[config.mk]
export PLATFORM = sky130hd
export DESIGN_NAME = bcd_post_unit
export DESIGN_NICKNAME = d
export VERILOG_FILES = /design/src/rtl/bcdp_pkg.sv /design/src/rtl/bcdp_digit_add.sv /design/src/rtl/bcdp_word_addsub.sv /design/src/rtl/bcdp_par_check.sv /design/src/rtl/bcd_post_unit.sv
export SDC_FILE = /design/constraint.sdc
export NUM_CORES = 1
export LEC_CHECK = 0
export BUFFER_PORTS_ARGS = -buffer_cell sky130_fd_sc_hd__buf_2
export CAP_MARGIN = 20
export CORE_MARGIN = 2
export CORE_UTILIZATION = 63
export CTS_CLUSTER_DIAMETER = 30
export DETAILED_ROUTE_END_ITERATION = 7
export PLACE_DENSITY_LB_ADDON = 0.3
export REMOVE_ABC_BUFFERS = 1
export SETUP_SLACK_MARGIN = 0.3
export SKIP_LAST_GASP = 1
export SLEW_MARGIN = 5
export SYNTH_ARGS = -nofsm -noshare
export SYNTH_HDL_FRONTEND = slang
export SYNTH_SLANG_ARGS = --single-unit
[constraint.sdc]
create_clock -name clk -period 17 [get_ports clk]
set_input_delay 3.4 -clock clk [delete_from_list [all_inputs] [get_ports clk]]
set_output_delay 3.4 -clock clk [all_outputs]
set_load 0.01 [all_outputs]
[src/rtl/bcdp_pkg.sv]
package bcdp_pkg;

    localparam int DIG_W = 5;

    typedef enum logic [2:0] {
        S_IDLE,
        S_COMPUTE,
        S_WRITE,
        S_READBACK,
        S_INVERSE,
        S_COMPARE,
        S_DONE,
        S_ERROR
    } state_t;

    typedef enum logic [1:0] {
        E_NONE    = 2'd0,
        E_PARITY  = 2'd1,
        E_INVERSE = 2'd2,
        E_WRCMP   = 2'd3
    } err_t;

endpackage

[src/rtl/bcdp_digit_add.sv]
module bcdp_digit_add (
    input  logic [3:0] a,
    input  logic [3:0] b,
    input  logic       cin,
    output logic [3:0] s,
    output logic       cout
);
    logic [4:0] raw;

    assign raw = {1'b0, a} + {1'b0, b} + {4'b0, cin};

    always_comb begin
        if (raw > 5'd9) begin
            {cout, s} = raw + 5'd6;
        end else begin
            {cout, s} = raw;
        end
    end
endmodule

[src/rtl/bcdp_word_addsub.sv]
module bcdp_word_addsub #(
    parameter int NDIG = 4
) (
    input  logic [NDIG*bcdp_pkg::DIG_W-1:0] x,
    input  logic [NDIG*bcdp_pkg::DIG_W-1:0] y,
    input  logic                            sub,
    output logic [NDIG*bcdp_pkg::DIG_W-1:0] z,
    output logic                            carry
);
    localparam int DW = bcdp_pkg::DIG_W;

    logic [NDIG:0] c;
    assign c[0] = sub;

    for (genvar g = 0; g < NDIG; g++) begin : g_dig
        logic [3:0] yd;
        logic [3:0] ym;
        logic [3:0] sd;
        assign yd = y[g*DW +: 4];
        assign ym = sub ? (4'd9 - yd) : yd;
        bcdp_digit_add u_add (
            .a   (x[g*DW +: 4]),
            .b   (ym),
            .cin (c[g]),
            .s   (sd),
            .cout(c[g+1])
        );
        assign z[g*DW +: DW] = {^sd, sd};
    end

    assign carry = c[NDIG];
endmodule

[src/rtl/bcdp_par_check.sv]
module bcdp_par_check #(
    parameter int NDIG = 4
) (
    input  logic [NDIG*bcdp_pkg::DIG_W-1:0] word,
    output logic                            bad
);
    localparam int DW = bcdp_pkg::DIG_W;

    logic [NDIG-1:0] per;

    for (genvar g = 0; g < NDIG; g++) begin : g_par
        assign per[g] = ^word[g*DW +: DW];
    end

    assign bad = |per;
endmodule

[src/rtl/bcd_post_unit.sv]
module bcd_post_unit #(
    parameter int NDIG = 4,
    parameter int AW   = 4
) (
    input  logic                            clk,
    input  logic                            rst,
    input  logic                            clr,
    input  logic                            start,
    input  logic [1:0]                      op,
    input  logic [AW-1:0]                   addr,
    input  logic [NDIG*bcdp_pkg::DIG_W-1:0] opa,
    input  logic [NDIG*bcdp_pkg::DIG_W-1:0] opb,
    output logic                            st_we,
    output logic [AW-1:0]                   st_addr,
    output logic [NDIG*bcdp_pkg::DIG_W-1:0] st_wdata,
    input  logic [NDIG*bcdp_pkg::DIG_W-1:0] st_rdata,
    output logic [NDIG*bcdp_pkg::DIG_W-1:0] res,
    output logic                            ovf,
    output logic                            done,
    output logic                            err,
    output logic [1:0]                      err_code
);
    import bcdp_pkg::*;

    localparam int W = NDIG * DIG_W;

    state_t         state;
    err_t           code_q;
    logic [1:0]     op_q;
    logic [AW-1:0]  addr_q;
    logic [W-1:0]   a_q, b_q, res_q, rb_q, inv_q;
    logic           ovf_q;

    logic           is_mv, is_sub;
    logic [W-1:0]   fwd_z, inv_z;
    logic           fwd_c, inv_c;
    logic           bad_a, bad_b, bad_r, bad_s;

    assign is_mv  = op_q[1];
    assign is_sub = (op_q == 2'b01);

    bcdp_word_addsub #(.NDIG(NDIG)) u_fwd (
        .x(a_q), .y(b_q), .sub(is_sub), .z(fwd_z), .carry(fwd_c)
    );

    bcdp_word_addsub #(.NDIG(NDIG)) u_inv (
        .x(st_rdata), .y(b_q), .sub(!is_sub), .z(inv_z), .carry(inv_c)
    );

    bcdp_par_check #(.NDIG(NDIG)) u_pa (.word(a_q),      .bad(bad_a));
    bcdp_par_check #(.NDIG(NDIG)) u_pb (.word(b_q),      .bad(bad_b));
    bcdp_par_check #(.NDIG(NDIG)) u_pr (.word(res_q),    .bad(bad_r));
    bcdp_par_check #(.NDIG(NDIG)) u_ps (.word(st_rdata), .bad(bad_s));

    always_ff @(posedge clk) begin
        if (rst) begin
            state  <= S_IDLE;
            code_q <= E_NONE;
            op_q   <= '0;
            addr_q <= '0;
            a_q    <= '0;
            b_q    <= '0;
            res_q  <= '0;
            rb_q   <= '0;
            inv_q  <= '0;
            ovf_q  <= 1'b0;
        end else begin
            case (state)
                S_IDLE: begin
                    if (start) begin
                        op_q   <= op;
                        addr_q <= addr;
                        a_q    <= opa;
                        b_q    <= opb;
                        state  <= S_COMPUTE;
                    end
                end
                S_COMPUTE: begin
                    if (bad_a || bad_b) begin
                        code_q <= E_PARITY;
                        state  <= S_ERROR;
                    end else begin
                        res_q  <= is_mv ? a_q : fwd_z;
                        ovf_q  <= is_mv ? 1'b0 : (is_sub ? !fwd_c : fwd_c);
                        state  <= S_WRITE;
                    end
                end
                S_WRITE: begin
                    if (bad_r) begin
                        code_q <= E_PARITY;
                        state  <= S_ERROR;
                    end else begin
                        state  <= S_READBACK;
                    end
                end
                S_READBACK: state <= S_INVERSE;
                S_INVERSE: begin
                    if (bad_s) begin
                        code_q <= E_PARITY;
                        state  <= S_ERROR;
                    end else begin
                        rb_q   <= st_rdata;
                        inv_q  <= inv_z;
                        state  <= S_COMPARE;
                    end
                end
                S_COMPARE: begin
                    if (is_mv && (rb_q != a_q)) begin
                        code_q <= E_WRCMP;
                        state  <= S_ERROR;
                    end else if (!is_mv && (inv_q != a_q)) begin
                        code_q <= E_INVERSE;
                        state  <= S_ERROR;
                    end else begin
                        state  <= S_DONE;
                    end
                end
                S_DONE: state <= S_IDLE;
                S_ERROR: begin
                    if (clr) begin
                        code_q <= E_NONE;
                        state  <= S_IDLE;
                    end
                end
                default: state <= S_IDLE;
            endcase
        end
    end

    assign st_we    = (state == S_WRITE) && !bad_r;
    assign st_addr  = addr_q;
    assign st_wdata = res_q;
    assign res      = res_q;
    assign ovf      = ovf_q;
    assign done     = (state == S_DONE);
    assign err      = (state == S_ERROR);
    assign err_code = code_q;

    logic unused_c;
    assign unused_c = inv_c;
endmodule

# Yosys cells after proc, flatten, opt, wreduce, memory -nomap -nowiden
# Cells that the tools add are included.
totals:
  inputBits: 70
  register_bits: 112
  output_inout_bits: 50
  elab_cells: 148
op_classes:
  reduce_logical: 43
  eq_ne: 16
  n_addsub: 28
  order_cmp: 8
  n_bitwise: 2
  muxes: 41
op_table:
  columns: ["cell", "count"]
  rows:
  - ["$reduce_xor 5->1", 16]
  - ["$mux 4", 16]
  - ["$add 4x4->5", 8]
  - ["$add 5x1->5", 8]
  - ["$gt 5x4->1 const B", 8]
  - ["$ne 20x20->1", 2]
  - ["$add 5x3->5 const B", 7]
  - ["$reduce_xor 4->1", 8]
  - ["$pmux 3 s8", 1]
  - ["$mux 20", 1]
  - ["$reduce_or 4->1", 4]
  - ["$sub 4x4->4 const A", 4]
  - ["$mux 2", 7]
  - ["$eq 3x3->1 const B", 4]
  - ["$mux 3", 4]
  - ["$mux 1", 11]
  - ["$ne 2x2->1 const B", 5]
  - ["$pmux 2 s5", 1]
  - ["$reduce_and 2->1", 4]
  - ["$eq 3x2->1 const B", 2]
  - ["$reduce_and 6->1", 1]
  - ["$reduce_bool 5->1", 1]
  - ["$add 4x3->4 const B", 1]
  - ["$logic_not 1->1", 4]
  - ["other kinds (7)", 10]

# Logic depth before layout (Yosys ltp)
# Gate-level depths: netlist of run 1.
depth:
  depth_word: 18
  depth_mapped: 42
  ltp_nobuf: 40

# Hierarchy
# A second synthesis of run 1 with hierarchy kept.
hier_totals:
  cells_unflattened: 940
  hier_area_um2: 8202.9
modules_own_cells:
  columns: ["module", "n_inst", "area_per_inst_um2", "seq_area_each_um2", "cells_each"]
  rows:
  - ["bcd_post_unit", 1, 4792.1, 2242.2, 596]
  - ["bcdp_digit_add", 8, 255.2, 0.0, 25]
  - ["bcdp_word_addsub", 2, 351.6, 0.0, 46]
  - ["bcdp_par_check", 4, 166.4, 0.0, 13]

# Worst setup path after synthesis of run 1
# OpenSTA, ideal clock, no wires.
synth_timing:
  path_type: "input-to-reg"
  start: "input st_rdata[0] (netlist name)"
  end: "register inv_q[18]"
  n_path_buf: 0
  setup_slack_ns: 6.561
  required_ns: 16.885
  setup_time_ns: 0.115
  arrival_time_ns: 10.324
  cell_stages: 36
  path_cell_list: "nor2b_1 or2_2 fa_1 xor2_1 ha_1 nand2_1 nand2_1 mux2i_1 fa_1 fa_1 xor2_1 inv_1 ha_1 nand2_1 a22oi_1 nand2_1 mux2i_1 fa_1 fa_1 xor2_1 inv_1 ha_1 nand2_1 nand2_1 nand2_1 mux2i_1 fa_1 fa_1 xnor2_1 ha_1 a32oi_1 a221o_1 nor2b_1 xnor2_1 o21ai_0 and2_1"
synth_between:
  elab_chain_cells: 13
  word_cells_on_any_way: 21
  cone_classes: "9 x add/sub; 4 x order compare; 4 x mux; 1 x bitwise; 3 x reduce/logical"
synth_rtl:
  columns: ["item", "line_no", "source"]
  rows:
  - ["start: declaration", "bcd_post_unit.sv:16", "input logic [NDIG*bcdp_pkg::DIG_W-1:0] st_rdata,"]
  - ["$add 4x4->5", "bcdp_digit_add.sv:10", "assign raw = {1'b0, a} + {1'b0, b} + {4'b0, cin};"]
  - ["$add 5x1->5", "bcdp_digit_add.sv:10", null]
  - ["$add 5x3->5 / $gt 5x4->1 (equally long branches)", "bcdp_digit_add.sv:14, bcdp_digit_add.sv:13", null]
  - ["$mux 1", "bcdp_digit_add.sv:13", "if (raw > 5'd9) begin"]
  - ["$add 5x1->5", "bcdp_digit_add.sv:10", null]
  - ["$add 5x3->5 / $gt 5x4->1 (equally long branches)", "bcdp_digit_add.sv:14, bcdp_digit_add.sv:13", null]
  - ["$mux 1", "bcdp_digit_add.sv:13", null]
  - ["$add 5x1->5", "bcdp_digit_add.sv:10", null]
  - ["$add 5x3->5 / $gt 5x4->1 (equally long branches)", "bcdp_digit_add.sv:14, bcdp_digit_add.sv:13", null]
  - ["$mux 1", "bcdp_digit_add.sv:13", null]
  - ["$add 5x1->5", "bcdp_digit_add.sv:10", null]
  - ["$add 4x3->4 / $gt 5x4->1 (equally long branches)", "bcdp_digit_add.sv:14, bcdp_digit_add.sv:13", null]
  - ["$mux 4", "bcdp_digit_add.sv:13", null]
  - ["end signal: assignment", "bcd_post_unit.sv:103", "inv_q <= inv_z;"]
  - ["end: declaration", "bcd_post_unit.sv:31", "logic [W-1:0] a_q, b_q, res_q, rb_q, inv_q;"]
# Parallel ways exist; a longest one is shown, timed or not.
# A chain may end at the register's enable or synchronous reset.

# Worst setup path after layout of run 1
# Ends and elaborated chain as after synthesis.

==> impl_metrics.xml, run 1 <==
<?xml version="1.0" encoding="UTF-8"?>
<metrics>
  <group name="run_status">
    <metric name="status" unit="">finished, final reports clean</metric>
  </group>
  <group name="clock_tree">
    <metric name="cts_htree_levels" unit="">3</metric>
    <metric name="insertion_delay" unit="ns">0.37</metric>
    <metric name="postCtsSetupRepairBufs" unit="">0</metric>
    <metric name="cts_buffer_depth" unit="">2</metric>
    <metric name="tritoncts" unit="">yes</metric>
    <metric name="post_cts_hold_buffer_count" unit="">0</metric>
    <metric name="clock-sinks" unit="">112</metric>
    <metric name="number_of_buffers_added_by_the_clock_tree_synthesis_step" unit="">9</metric>
    <metric name="cts_root_buf" unit="">sky130_fd_sc_hd__clkbuf_16</metric>
    <metric name="clkSlewWorstSetupHoldPaths" unit="ns">0.07</metric>
    <metric name="post_cts_resize_count" unit="">0</metric>
  </group>
  <group name="worst_setup_path">
    <metric name="cp.required" unit="ns">17.26</metric>
    <metric name="cp.arrival" unit="ns">11.38</metric>
    <metric name="critPathSlowestCell" unit="">sky130_fd_sc_hd__fa_1</metric>
    <metric name="worstPathMaxFanout" unit="">6</metric>
    <metric name="setup.worst_path.class" unit="">input port to flip-flop</metric>
    <metric name="timing.critical_path.from" unit="">st_rdata[0]</metric>
    <metric name="r2r-start" unit="">op_q[1]</metric>
    <metric name="setup.worst_path.end_class" unit="">flip-flop</metric>
    <metric name="worst_path_largest_cell_delay" unit="ns">0.44</metric>
    <metric name="cp-start-kind" unit="">input port</metric>
  </group>
  <group name="grt">
    <metric name="grt_overflow" unit="">0</metric>
    <metric name="grt_pass1_vias" unit="">6509</metric>
    <metric name="grt_pass1_wl" unit="mm">32.1</metric>
    <metric name="grt_start_max_net_pins" unit="">67</metric>
    <metric name="antenna_found_initial" unit="">0</metric>
    <metric name="gr-usage-all-layers" unit="">0.285</metric>
  </group>
  <group name="die">
    <metric name="die_width" unit="um">118</metric>
    <metric name="floorplan.core_area" unit="um^2">12700</metric>
    <metric name="rows" unit="">41</metric>
    <metric name="ioPinCount" unit="">120</metric>
    <metric name="die_area" unit="um^2">13900</metric>
    <metric name="chipHeight" unit="um">118</metric>
    <metric name="floorplan.initialDensity" unit="">0.646</metric>
  </group>
  <group name="placement">
    <metric name="place_area" unit="um^2">8680</metric>
    <metric name="place_congestion" unit="">0.884</metric>
    <metric name="portBuffers" unit="">119</metric>
    <metric name="hpwl" unit="mm">13.9</metric>
  </group>
  <group name="logic_synthesis">
    <metric name="synthesis.area" unit="um^2">8190</metric>
    <metric name="yosysSeqAreaShare" unit="">0.274</metric>
    <metric name="synth_largest_area_cell" unit="">sky130_fd_sc_hd__dfxtp_1</metric>
    <metric name="proportion_of_register_bits_with_asynchronous_set_or_reset_after_synthesis" unit="">0</metric>
    <metric name="ys_ff_latch" unit="">112</metric>
    <metric name="post_synth_most_frequent_cells" unit="">164 x sky130_fd_sc_hd__nand2_1, 112 x sky130_fd_sc_hd__dfxtp_1, 96 x sky130_fd_sc_hd__xnor2_1</metric>
    <metric name="synth_area_leaders" unit="">sky130_fd_sc_hd__dfxtp_1 27%, sky130_fd_sc_hd__xnor2_1 10%, sky130_fd_sc_hd__nand2_1 7.5%</metric>
    <metric name="yosys.cell_count.top_type" unit="">sky130_fd_sc_hd__nand2_1</metric>
    <metric name="netlist.area_leader.share" unit="">0.274</metric>
    <metric name="dominantRegCellSynth" unit="">sky130_fd_sc_hd__dfxtp_1</metric>
    <metric name="synth-edff-count" unit="">0</metric>
    <metric name="ys_types" unit="">56</metric>
    <metric name="avgSynthCellArea" unit="um^2">8.14</metric>
    <metric name="synthesis.yosys.warnings" unit="">0</metric>
    <metric name="netlist_instances" unit="">1006</metric>
  </group>
  <group name="finish">
    <metric name="final_net_count" unit="">1190</metric>
    <metric name="post-route-cell-area" unit="um^2">9030</metric>
    <metric name="fill_cells" unit="">1053</metric>
    <metric name="syn2layout_area_growth" unit="%">10.3</metric>
    <metric name="diodes" unit="">0</metric>
    <metric name="post_route_cells_drive_above_1_share" unit="">0.150</metric>
  </group>
  <group name="sta">
    <metric name="layout_worst_path_cycle_share" unit="">0.654</metric>
    <metric name="report.final.hold_viol_count" unit="">0</metric>
    <metric name="slew_headroom" unit="">0.400</metric>
    <metric name="finalClockSkew" unit="ns">0.0103</metric>
    <metric name="final_max_slew_viol_count" unit="">0</metric>
    <metric name="fmaxAchievable" unit="MHz">89.9</metric>
    <metric name="setup_viol" unit="">0</metric>
    <metric name="worstMarginPinSlew" unit="ns">0.900</metric>
    <metric name="setup_total_negative_slack" unit="ns">0</metric>
    <metric name="grt_setup_unrepaired" unit="">no</metric>
    <metric name="finalCriticalPeriod" unit="ns">11.12</metric>
  </group>
  <group name="power_and_ir_drop">
    <metric name="power_density" unit="nW/um^2">173</metric>
    <metric name="max-vdd-ir-drop" unit="mV">0.0811</metric>
    <metric name="finalPower" unit="uW">1560</metric>
    <metric name="p_leak" unit="uW">0.00436</metric>
  </group>
  <group name="route">
    <metric name="drt-total-wl" unit="mm">19.4</metric>
    <metric name="detail-route-antenna-nets" unit="">0</metric>
    <metric name="dr_iter_0_viols" unit="">488</metric>
    <metric name="dr.pass1.iters" unit="">6</metric>
    <metric name="routed-via-count" unit="">6964</metric>
    <metric name="drcViolationCount" unit="">0</metric>
    <metric name="routed_wire_length_per_instance" unit="um">15.6</metric>
    <metric name="detailed_route_vias_per_instance" unit="">5.61</metric>
  </group>
  <group name="job">
    <metric name="timing.max_cap.violations" unit="">0</metric>
  </group>
  <group name="min_path">
    <metric name="min-delay-path-class" unit="">flip-flop to flip-flop</metric>
    <metric name="hp-start" unit="">st_addr[3]</metric>
  </group>
</metrics>
[stage by stage]
step	util	hold slack (ns)	setup WS, ns	instances
after detailed placement	0.685	0.444	5.58	1226
after CTS	0.713	0.454	5.94	1242
after global placement	0.685	0.438	5.97	1226
after global routing	0.713	0.480	5.30	1242
after floorplan	-	0.444	6.49	930
final	0.713	0.455	5.88	1242
[sequential cells by signal, summed over array words and instances (netlist names)]
| name | flops |
|---|---|
| a_q | 20 |
| b_q | 20 |
| err_code | 2 |
| inv_q | 20 |
| op_q | 2 |
| ovf | 1 |
| rb_q | 20 |
| res | 20 |
| st_addr | 4 |
| state | 3 |
[report_power, final]
group	leakage, uW	internal, uW	switching, uW
Clock	0.000172	152	101
Sequential	0.000908	290	50.7
Combinational	0.00328	442	525
Total	0.00436	884	676
[critical path, delay by kind of cell]
family | cells | cell delay (ns)
AO/OA/AOI/OAI | 4 | 0.68
adder cells (fa/ha/maj) | 11 | 3.91
AND/OR/NAND/NOR | 11 | 1.23
XOR/XNOR | 5 | 1.49
buffers and inverters | 3 | 0.39
multiplexers | 3 | 0.29
[layout by cell type (no fill, tap or decap), types with 3 or more instances in the layout]
cell type                     n
sky130_fd_sc_hd__buf_4        6
sky130_fd_sc_hd__nand3_1      7
sky130_fd_sc_hd__o21a_1       3
sky130_fd_sc_hd__a31o_2       4
sky130_fd_sc_hd__dfxtp_1    112
sky130_fd_sc_hd__a21boi_0     4
sky130_fd_sc_hd__nor3b_1      4
sky130_fd_sc_hd__clkbuf_16    9
sky130_fd_sc_hd__xnor3_1      7
sky130_fd_sc_hd__a211oi_1     4
sky130_fd_sc_hd__o21ai_1      3
sky130_fd_sc_hd__ha_1        41
sky130_fd_sc_hd__a2111oi_0    3
sky130_fd_sc_hd__mux2i_1     55
sky130_fd_sc_hd__nand2_1    164
sky130_fd_sc_hd__nor3_1      12
sky130_fd_sc_hd__a21oi_1     86
sky130_fd_sc_hd__nor2b_1     12
sky130_fd_sc_hd__and2_1       4
sky130_fd_sc_hd__a21o_1      16
sky130_fd_sc_hd__a211o_1      3
sky130_fd_sc_hd__a31oi_1      7
sky130_fd_sc_hd__xor2_1      61
sky130_fd_sc_hd__bufinv_16    3
sky130_fd_sc_hd__mux2_2       7
sky130_fd_sc_hd__nor2_1      87
sky130_fd_sc_hd__buf_2      118
sky130_fd_sc_hd__nor4_1      11
sky130_fd_sc_hd__xnor2_1     96
sky130_fd_sc_hd__inv_1       34
sky130_fd_sc_hd__nand4_1      4
sky130_fd_sc_hd__fa_1        14
sky130_fd_sc_hd__o21ai_0     33
[final cells by class]
class                      instances  area, um^2  share of cell area
clock buffer                      11         253              0.0280
sequential                       112        2240               0.248
tap                              172         215              0.0238
inverter                          34         128              0.0141
multi-input combinational        784        5460               0.604
timing repair buffer             124         636              0.0704
clock inverter                     5         103              0.0114
[final timing paths]
check                to  slack (ns)  depth (start not counted)
min          st_addr[3]        0.45                          2
min reg2reg  st_addr[3]        0.45                          2
max           inv_q[18]        5.88                         37
max reg2reg   inv_q[18]        7.66                         38
[cells by family after synthesis]
group           after synthesis  synth area share
buf+inv                     110            0.0608
fa+ha+maj                    55            0.0969
mux                          62            0.0768
flops                       112             0.274
compound gates              185             0.136
simple gates                318             0.168
xor+xnor                    164             0.187
[layer usage]
layer  share of wire  wire (um)  GRT usage
met5               0          0          0
met2            0.47       9100      0.477
met3           0.061       1190     0.0465
met4           0.026        499      0.101
met1            0.44       8640      0.372
Note: power is estimated with default switching activity, not from simulation.
==> run 2: changes to the inputs <==
--- a/config.mk
+++ b/config.mk
@@ -8,7 +8,7 @@
 export BUFFER_PORTS_ARGS = -buffer_cell sky130_fd_sc_hd__buf_2
 export CAP_MARGIN = 20
 export CORE_MARGIN = 2
-export CORE_UTILIZATION = 63
+export CORE_UTILIZATION = 53
 export CTS_CLUSTER_DIAMETER = 30
 export DETAILED_ROUTE_END_ITERATION = 7
 export PLACE_DENSITY_LB_ADDON = 0.3
==> constraint.sdc (replaced) <==
create_clock -name clk -period 9.1 [get_ports clk]
set_input_delay 1.82 -clock clk [delete_from_list [all_inputs] [get_ports clk]]
set_output_delay 1.82 -clock clk [all_outputs]
set_load 0.01 [all_outputs]
==> run 2 against run 1 <==
  * First-iteration DRC count shrank 9.6%
  * Clock power grew 93%
  * Critical path depth rose by 3
  * Sequential power is 87% higher
  * Die area rose by 18%
  * Cell area rose by 3.0%
  * Combinational power grew 96%
  * Total power increased by 94%
  * Sequential share of layout area fell by 0.70 points
  * Critical endpoint unchanged
  * Largest cell class unchanged
==> impl_metrics.xml, run 2 (synthesis results as in run 1) <==
<?xml version="1.0" encoding="UTF-8"?>
<metrics>
  <group name="run_status">
    <metric name="status" unit="">finished, final reports clean</metric>
  </group>
  <group name="min_path">
    <metric name="hp-start" unit="">ovf</metric>
    <metric name="min-delay-path-class" unit="">flip-flop to flip-flop</metric>
  </group>
  <group name="finish">
    <metric name="final_common_cell" unit="">sky130_fd_sc_hd__nand2_1</metric>
    <metric name="post_route_cells_drive_above_1_share" unit="">0.180</metric>
    <metric name="mostFrequentLayoutCells" unit="">164 x sky130_fd_sc_hd__nand2_1, 118 x sky130_fd_sc_hd__buf_2, 110 x sky130_fd_sc_hd__dfxtp_1</metric>
    <metric name="syn2layout_area_growth" unit="%">13.6</metric>
    <metric name="fill_cells" unit="">1344</metric>
    <metric name="finish.cell_count_without_fillers" unit="">1280</metric>
    <metric name="final_net_count" unit="">1212</metric>
    <metric name="diodes" unit="">0</metric>
  </group>
  <group name="route">
    <metric name="drcViolationCount" unit="">0</metric>
    <metric name="dr_iter_0_viols" unit="">441</metric>
    <metric name="detail-route-antenna-nets" unit="">0</metric>
    <metric name="drt-total-wl" unit="mm">19.6</metric>
    <metric name="routed-via-count" unit="">6877</metric>
    <metric name="detailed_route_vias_per_instance" unit="">5.37</metric>
    <metric name="dr.pass1.iters" unit="">4</metric>
    <metric name="routed_wire_length_per_instance" unit="um">15.3</metric>
  </group>
  <group name="sta">
    <metric name="finalCriticalPeriod" unit="ns">8.49</metric>
    <metric name="worstMarginPinSlew" unit="ns">0.943</metric>
    <metric name="report.final.hold_viol_count" unit="">0</metric>
    <metric name="layout_worst_path_cycle_share" unit="">0.933</metric>
    <metric name="finalClockSkew" unit="ns">0.0109</metric>
    <metric name="layout_setup_ws" unit="ns">0.610</metric>
    <metric name="setup_total_negative_slack" unit="ns">0</metric>
    <metric name="final_max_slew_viol_count" unit="">0</metric>
    <metric name="fmaxAchievable" unit="MHz">118</metric>
    <metric name="grt_setup_unrepaired" unit="">yes</metric>
    <metric name="slew_headroom" unit="">0.372</metric>
    <metric name="worst_hold_slack" unit="ns">0.453</metric>
    <metric name="setup_viol" unit="">0</metric>
  </group>
  <group name="grt">
    <metric name="antenna_found_initial" unit="">0</metric>
    <metric name="grt_util_met3" unit="">0.0647</metric>
    <metric name="met2_resource_use_gr" unit="">0.391</metric>
    <metric name="grt_overflow" unit="">0</metric>
    <metric name="grt_pass1_wl" unit="mm">31.1</metric>
    <metric name="grt_pass1_vias" unit="">6311</metric>
    <metric name="grt_busiest_layer" unit="">met2</metric>
    <metric name="grt_start_max_net_pins" unit="">90</metric>
    <metric name="groute.layer.met1.usage" unit="">0.313</metric>
    <metric name="gr-usage-all-layers" unit="">0.240</metric>
  </group>
  <group name="worst_setup_path">
    <metric name="timing.critical_path.from" unit="">st_rdata[0]</metric>
    <metric name="setup.worst_path.end_class" unit="">flip-flop</metric>
    <metric name="r2r-start" unit="">b_q[1]</metric>
    <metric name="critPathSlowestCell" unit="">sky130_fd_sc_hd__a221o_1</metric>
    <metric name="cp.required" unit="ns">9.37</metric>
    <metric name="critical_path.most_common_cell" unit="">sky130_fd_sc_hd__nand2_1</metric>
    <metric name="worstPathMaxFanout" unit="">5</metric>
    <metric name="cp-start-kind" unit="">input port</metric>
    <metric name="worst_path_largest_cell_delay" unit="ns">0.41</metric>
    <metric name="setup.worst_path.class" unit="">input port to flip-flop</metric>
    <metric name="cp.arrival" unit="ns">8.76</metric>
  </group>
  <group name="placement">
    <metric name="place_congestion" unit="">0.901</metric>
    <metric name="place.detailed.instances" unit="">1260</metric>
    <metric name="hpwl" unit="mm">14.1</metric>
    <metric name="portBuffers" unit="">119</metric>
    <metric name="post-place-ws" unit="ns">-0.174</metric>
  </group>
  <group name="clock_tree">
    <metric name="insertion_delay" unit="ns">0.37</metric>
    <metric name="post_cts_hold_buffer_count" unit="">0</metric>
    <metric name="number_of_buffers_added_by_the_clock_tree_synthesis_step" unit="">9</metric>
    <metric name="tritoncts" unit="">yes</metric>
    <metric name="cts_root_buf" unit="">sky130_fd_sc_hd__clkbuf_16</metric>
    <metric name="cts_buffer_depth" unit="">2</metric>
    <metric name="clkSlewWorstSetupHoldPaths" unit="ns">0.07</metric>
    <metric name="cts_htree_levels" unit="">3</metric>
    <metric name="clock-sinks" unit="">112</metric>
  </group>
  <group name="power_and_ir_drop">
    <metric name="p_leak" unit="uW">0.00448</metric>
    <metric name="max-vdd-ir-drop" unit="mV">0.169</metric>
    <metric name="power_density" unit="nW/um^2">325</metric>
  </group>
  <group name="die">
    <metric name="die_width" unit="um">128</metric>
    <metric name="ioPinCount" unit="">120</metric>
    <metric name="die_area" unit="um^2">16500</metric>
    <metric name="floorplan.core_area" unit="um^2">15100</metric>
    <metric name="chipHeight" unit="um">128</metric>
    <metric name="rows" unit="">45</metric>
    <metric name="floorplan.initialDensity" unit="">0.541</metric>
  </group>
  <group name="job">
    <metric name="timing.max_cap.violations" unit="">0</metric>
  </group>
</metrics>
-- run 2: changes by cell type in the layout (fill, tap and decap cells not counted), moves of 2 or more --
| cell | delta |
|---|---|
| sky130_fd_sc_hd__buf_4 | +22 |
| sky130_fd_sc_hd__fa_1 | -6 |
| sky130_fd_sc_hd__fa_2 | +6 |
| sky130_fd_sc_hd__xor2_1 | -3 |
| sky130_fd_sc_hd__clkbuf_8 | -2 |
| sky130_fd_sc_hd__dfxtp_1 | -2 |
| sky130_fd_sc_hd__dfxtp_2 | +2 |
| sky130_fd_sc_hd__xnor2_1 | -2 |
| sky130_fd_sc_hd__xnor2_2 | +2 |
| sky130_fd_sc_hd__xor2_2 | +2 |
-- run 2: report_power, final --
| part | internal, uW | switching [uW] | total [uW] |
|---|---|---|---|
| Combinational | 907 | 988 | 1900 |
| Sequential | 542 | 95.7 | 638 |
| Clock | 298 | 190 | 488 |
-- run 2: through the flow --
stage           util  instance area, um^2  power, uW
6_report       0.614                 9300       3020
5_1_grt        0.614                 9300       3270
4_1_cts        0.608                 9220       2960
3_5_place_dp   0.583                 8830       2460
3_3_place_gp   0.583                 8830       2430
2_1_floorplan      -                 7820       2060
-- run 2: path summary, 6_finish.rpt --
path | to | slack [ns] | cells past startpoint
worst max-delay path | inv_q[18] | 0.61 | 40
worst min-delay path | ovf | 0.45 | 2
worst max register to register | res[19] | 0.84 | 35
worst min register to register | ovf | 0.45 | 2
-- run 2: layout make-up --
class                      instances  area, um^2  area share
inverter                          34         128      0.0137
multi-input combinational        784        5530       0.594
tap                              188         235      0.0253
clock buffer                       9         225      0.0242
timing repair buffer             146         801      0.0861
sequential                       112        2240       0.241
clock inverter                     7         143      0.0153
-- run 2: repair_timing --
item / in CTS / in global routing
endpoints found under the hold margin: 0 / 0
setup buffers: 0 / 4
endpoints found under the setup margin: 3 / 8
pin swaps: 3 / 5
gates resized for setup: 2 / 17
cloned: 0 / 0
-- run 2: worst max-delay path: cells and delay by family --
kind | cells | cell delay [ns]
xor gates and xnor gates | 5 | 0.87
buffers and inverters | 4 | 0.42
and+or+nand+nor | 13 | 1.29
adders and majority gates | 11 | 3.46
AOI/OAI and AO/OA | 4 | 0.64
muxes | 3 | 0.28
-- run 2: routing by layer --
metal,routed length (um),share of wire,vias to the layer above
li1,-,-,3507
met1,8870,0.45,3187
met2,9200,0.47,161
met3,1180,0.060,22
met4,325,0.017,0
met5,0,0,-
==> run 3: changes to the inputs <==
--- a/config.mk
+++ b/config.mk
@@ -11,8 +11,8 @@
 export CORE_UTILIZATION = 53
 export CTS_CLUSTER_DIAMETER = 30
 export DETAILED_ROUTE_END_ITERATION = 7
+export MAX_ROUTING_LAYER = met4
 export PLACE_DENSITY_LB_ADDON = 0.3
-export REMOVE_ABC_BUFFERS = 1
 export SETUP_SLACK_MARGIN = 0.3
 export SKIP_LAST_GASP = 1
 export SLEW_MARGIN = 5
==> run 3 against run 2 <==
  * Non-clock buffer count fell by 10
  * Combinational power barely moved
  * Clock skew fell by 0.0037 ns
  * Via count grew 0.13%
  * Cell area down 1.3%
  * Global-route usage rose by 2.5 points
  * Flip-flop and latch count unchanged
  * First-iteration DRC count increased by 16%
  * Total power is 2.2% lower
  * Core utilization is 0.78 points lower
  * Clock power fell by 12%
  * Critical path type unchanged
==> impl_metrics.xml, run 3 (synthesis results as in run 1) <==
<?xml version="1.0" encoding="UTF-8"?>
<metrics>
  <group name="power_and_ir_drop">
    <metric name="clock_power_share" unit="">0.146</metric>
    <metric name="combinationalPowerShare" unit="">0.637</metric>
    <metric name="max-vdd-ir-drop" unit="mV">0.155</metric>
    <metric name="power.sequential.fraction" unit="">0.217</metric>
    <metric name="power_density" unit="nW/um^2">322</metric>
    <metric name="p_leak" unit="uW">0.00441</metric>
    <metric name="cellInternalPower" unit="uW">1670</metric>
    <metric name="net-switching-power" unit="uW">1280</metric>
    <metric name="sw_frac" unit="">0.433</metric>
    <metric name="finalPower" unit="uW">2950</metric>
  </group>
  <group name="grt">
    <metric name="grt_pass1_wl" unit="mm">33.1</metric>
    <metric name="gr-usage-all-layers" unit="">0.265</metric>
    <metric name="grt_overflow" unit="">0</metric>
    <metric name="antenna_found_initial" unit="">0</metric>
    <metric name="grt_start_max_net_pins" unit="">70</metric>
    <metric name="grt_pass1_vias" unit="">6522</metric>
  </group>
  <group name="worst_setup_path">
    <metric name="setup.worst_path.class" unit="">input port to flip-flop</metric>
    <metric name="worst_path_largest_cell_delay" unit="ns">0.58</metric>
    <metric name="cp-start-kind" unit="">input port</metric>
    <metric name="reg2reg_setup_slack" unit="ns">0.76</metric>
    <metric name="critical_path.most_common_cell" unit="">sky130_fd_sc_hd__nand2_1</metric>
    <metric name="setup.worst_path.end_class" unit="">flip-flop</metric>
    <metric name="reg2reg_depth" unit="">34</metric>
    <metric name="cp.arrival" unit="ns">8.60</metric>
    <metric name="cp.required" unit="ns">9.36</metric>
    <metric name="worstPathMaxFanout" unit="">4</metric>
    <metric name="critPathSlowestCell" unit="">sky130_fd_sc_hd__fa_2</metric>
  </group>
  <group name="finish">
    <metric name="mostFrequentLayoutCells" unit="">164 x sky130_fd_sc_hd__nand2_1, 118 x sky130_fd_sc_hd__buf_2, 112 x sky130_fd_sc_hd__dfxtp_1</metric>
    <metric name="final_common_cell" unit="">sky130_fd_sc_hd__nand2_1</metric>
    <metric name="post-route-cell-area" unit="um^2">9190</metric>
    <metric name="multi_input_area" unit="um^2">5550</metric>
    <metric name="post_route_cells_drive_above_1_share" unit="">0.173</metric>
    <metric name="final_net_count" unit="">1202</metric>
    <metric name="area.sequential" unit="um^2">2240</metric>
    <metric name="syn2layout_area_growth" unit="%">12.2</metric>
    <metric name="fill_cells" unit="">1386</metric>
    <metric name="diodes" unit="">0</metric>
  </group>
  <group name="placement">
    <metric name="place_area" unit="um^2">8770</metric>
    <metric name="place_congestion" unit="">0.929</metric>
    <metric name="portBuffers" unit="">119</metric>
    <metric name="hpwl" unit="mm">15.2</metric>
  </group>
  <group name="clock_tree">
    <metric name="cts_buffer_depth" unit="">2</metric>
    <metric name="clock-sinks" unit="">112</metric>
    <metric name="number_of_buffers_added_by_the_clock_tree_synthesis_step" unit="">9</metric>
    <metric name="post_cts_hold_buffer_count" unit="">0</metric>
    <metric name="tritoncts" unit="">yes</metric>
    <metric name="insertion_delay" unit="ns">0.36</metric>
    <metric name="cts_htree_levels" unit="">3</metric>
    <metric name="cts_root_buf" unit="">sky130_fd_sc_hd__clkbuf_16</metric>
    <metric name="clkSlewWorstSetupHoldPaths" unit="ns">0.07</metric>
  </group>
  <group name="die">
    <metric name="die_area" unit="um^2">16500</metric>
    <metric name="die_width" unit="um">128</metric>
    <metric name="ioPinCount" unit="">120</metric>
    <metric name="floorplan.initialDensity" unit="">0.541</metric>
    <metric name="rows" unit="">45</metric>
    <metric name="floorplan.core_area" unit="um^2">15100</metric>
    <metric name="chipHeight" unit="um">128</metric>
  </group>
  <group name="route">
    <metric name="dr_iter_0_viols" unit="">512</metric>
    <metric name="drcViolationCount" unit="">0</metric>
    <metric name="routed-via-count" unit="">6886</metric>
    <metric name="detailed_route_vias_per_instance" unit="">5.43</metric>
    <metric name="dr.pass1.iters" unit="">5</metric>
    <metric name="drt-total-wl" unit="mm">20.6</metric>
    <metric name="detail-route-antenna-nets" unit="">0</metric>
    <metric name="routed_wire_length_per_instance" unit="um">16.2</metric>
  </group>
  <group name="min_path">
    <metric name="timing.hold.worst_path_depth" unit="">2</metric>
    <metric name="min-delay-path-class" unit="">flip-flop to flip-flop</metric>
  </group>
  <group name="sta">
    <metric name="worstMarginPinSlew" unit="ns">0.966</metric>
    <metric name="finalCriticalPeriod" unit="ns">8.34</metric>
    <metric name="worst_hold_slack" unit="ns">0.451</metric>
    <metric name="grt_setup_unrepaired" unit="">yes</metric>
    <metric name="final_max_slew_viol_count" unit="">0</metric>
    <metric name="setup_viol" unit="">0</metric>
    <metric name="finalClockSkew" unit="ns">0.00720</metric>
    <metric name="report.final.hold_viol_count" unit="">0</metric>
    <metric name="slew_headroom" unit="">0.356</metric>
    <metric name="layout_worst_path_cycle_share" unit="">0.917</metric>
    <metric name="fmaxAchievable" unit="MHz">120</metric>
  </group>
  <group name="job">
    <metric name="timing.max_cap.violations" unit="">0</metric>
  </group>
  <group name="logic_synthesis">
    <metric name="synth.net_count" unit="">1131</metric>
  </group>
  <group name="run_status">
    <metric name="status" unit="">finished, final reports clean</metric>
  </group>
</metrics>
run 3: cell types whose count changed in the layout (fill, tap and decap cells not counted), sizes merged:
cell and change:
buf -10, bufinv -2, clkbuf +2, clkinv -2
clkinvlp +1, inv -1
run 3: area by class of cell:
cell class,instances,area share
clock buffer,11,0.0264
clock inverter,3,0.00735
inverter,34,0.0139
multi-input combinational,784,0.604
sequential,112,0.244
tap,188,0.0256
timing repair buffer,136,0.0790
run 3: repair_timing:
| item | in CTS | in global routing |
|---|---|---|
| setup endpoints to repair | 1 | 9 |
| pin swaps | 0 | 6 |
| buffers inserted | 0 | 3 |
| gates resized for setup | 1 | 18 |
run 3: stage by stage:
stage	utilization	instances	setup TNS, ns	worst slack [ns]
after floorplan	-	1006	0	0.306
after global placement	0.579	1251	0	0.0575
after detailed placement	0.579	1251	-0.179	-0.0917
after CTS	0.600	1265	0	0.382
after global routing	0.607	1268	0	0.235
final	0.607	1268	0	0.758
run 3: worst paths after layout:
| kind | end | start |
|---|---|---|
| max | inv_q[18] | st_rdata[0] |
| min | st_addr[0] | st_addr[0] |
| max reg2reg | res[17] | op_q[0] |
| min reg2reg | st_addr[0] | st_addr[0] |
run 3: worst max-delay path: cells and delay by family:
family          cells  cell delay (ns)
fa+ha+maj          11             4.01
simple gates       12             1.21
compound gates      4             0.60
buf+inv             4             0.38
xor+xnor            2             0.33
mux                 3             0.24
run 3: layer usage:
| metal | vias up | part of all wire | wire (um) | track usage |
|---|---|---|---|---|
| met3 | 38 | 0.046 | 955 | 0.0438 |
| met2 | 175 | 0.48 | 9800 | 0.430 |
| met4 | 0 | 0.030 | 609 | 0.0995 |
| li1 | 3492 | - | - | - |
| met1 | 3181 | 0.45 | 9220 | 0.332 |
| met5 | - | 0 | 0 | - |
run 3: power groups by stage:
stage	Combinational [uW]	Sequential [uW]	Clock, uW
2_1_floorplan	1500	601	0
3_3_place_gp	1780	649	0
3_5_place_dp	1810	650	0
4_1_cts	1820	639	437
5_1_grt	2090	650	455
6_report	1880	641	431
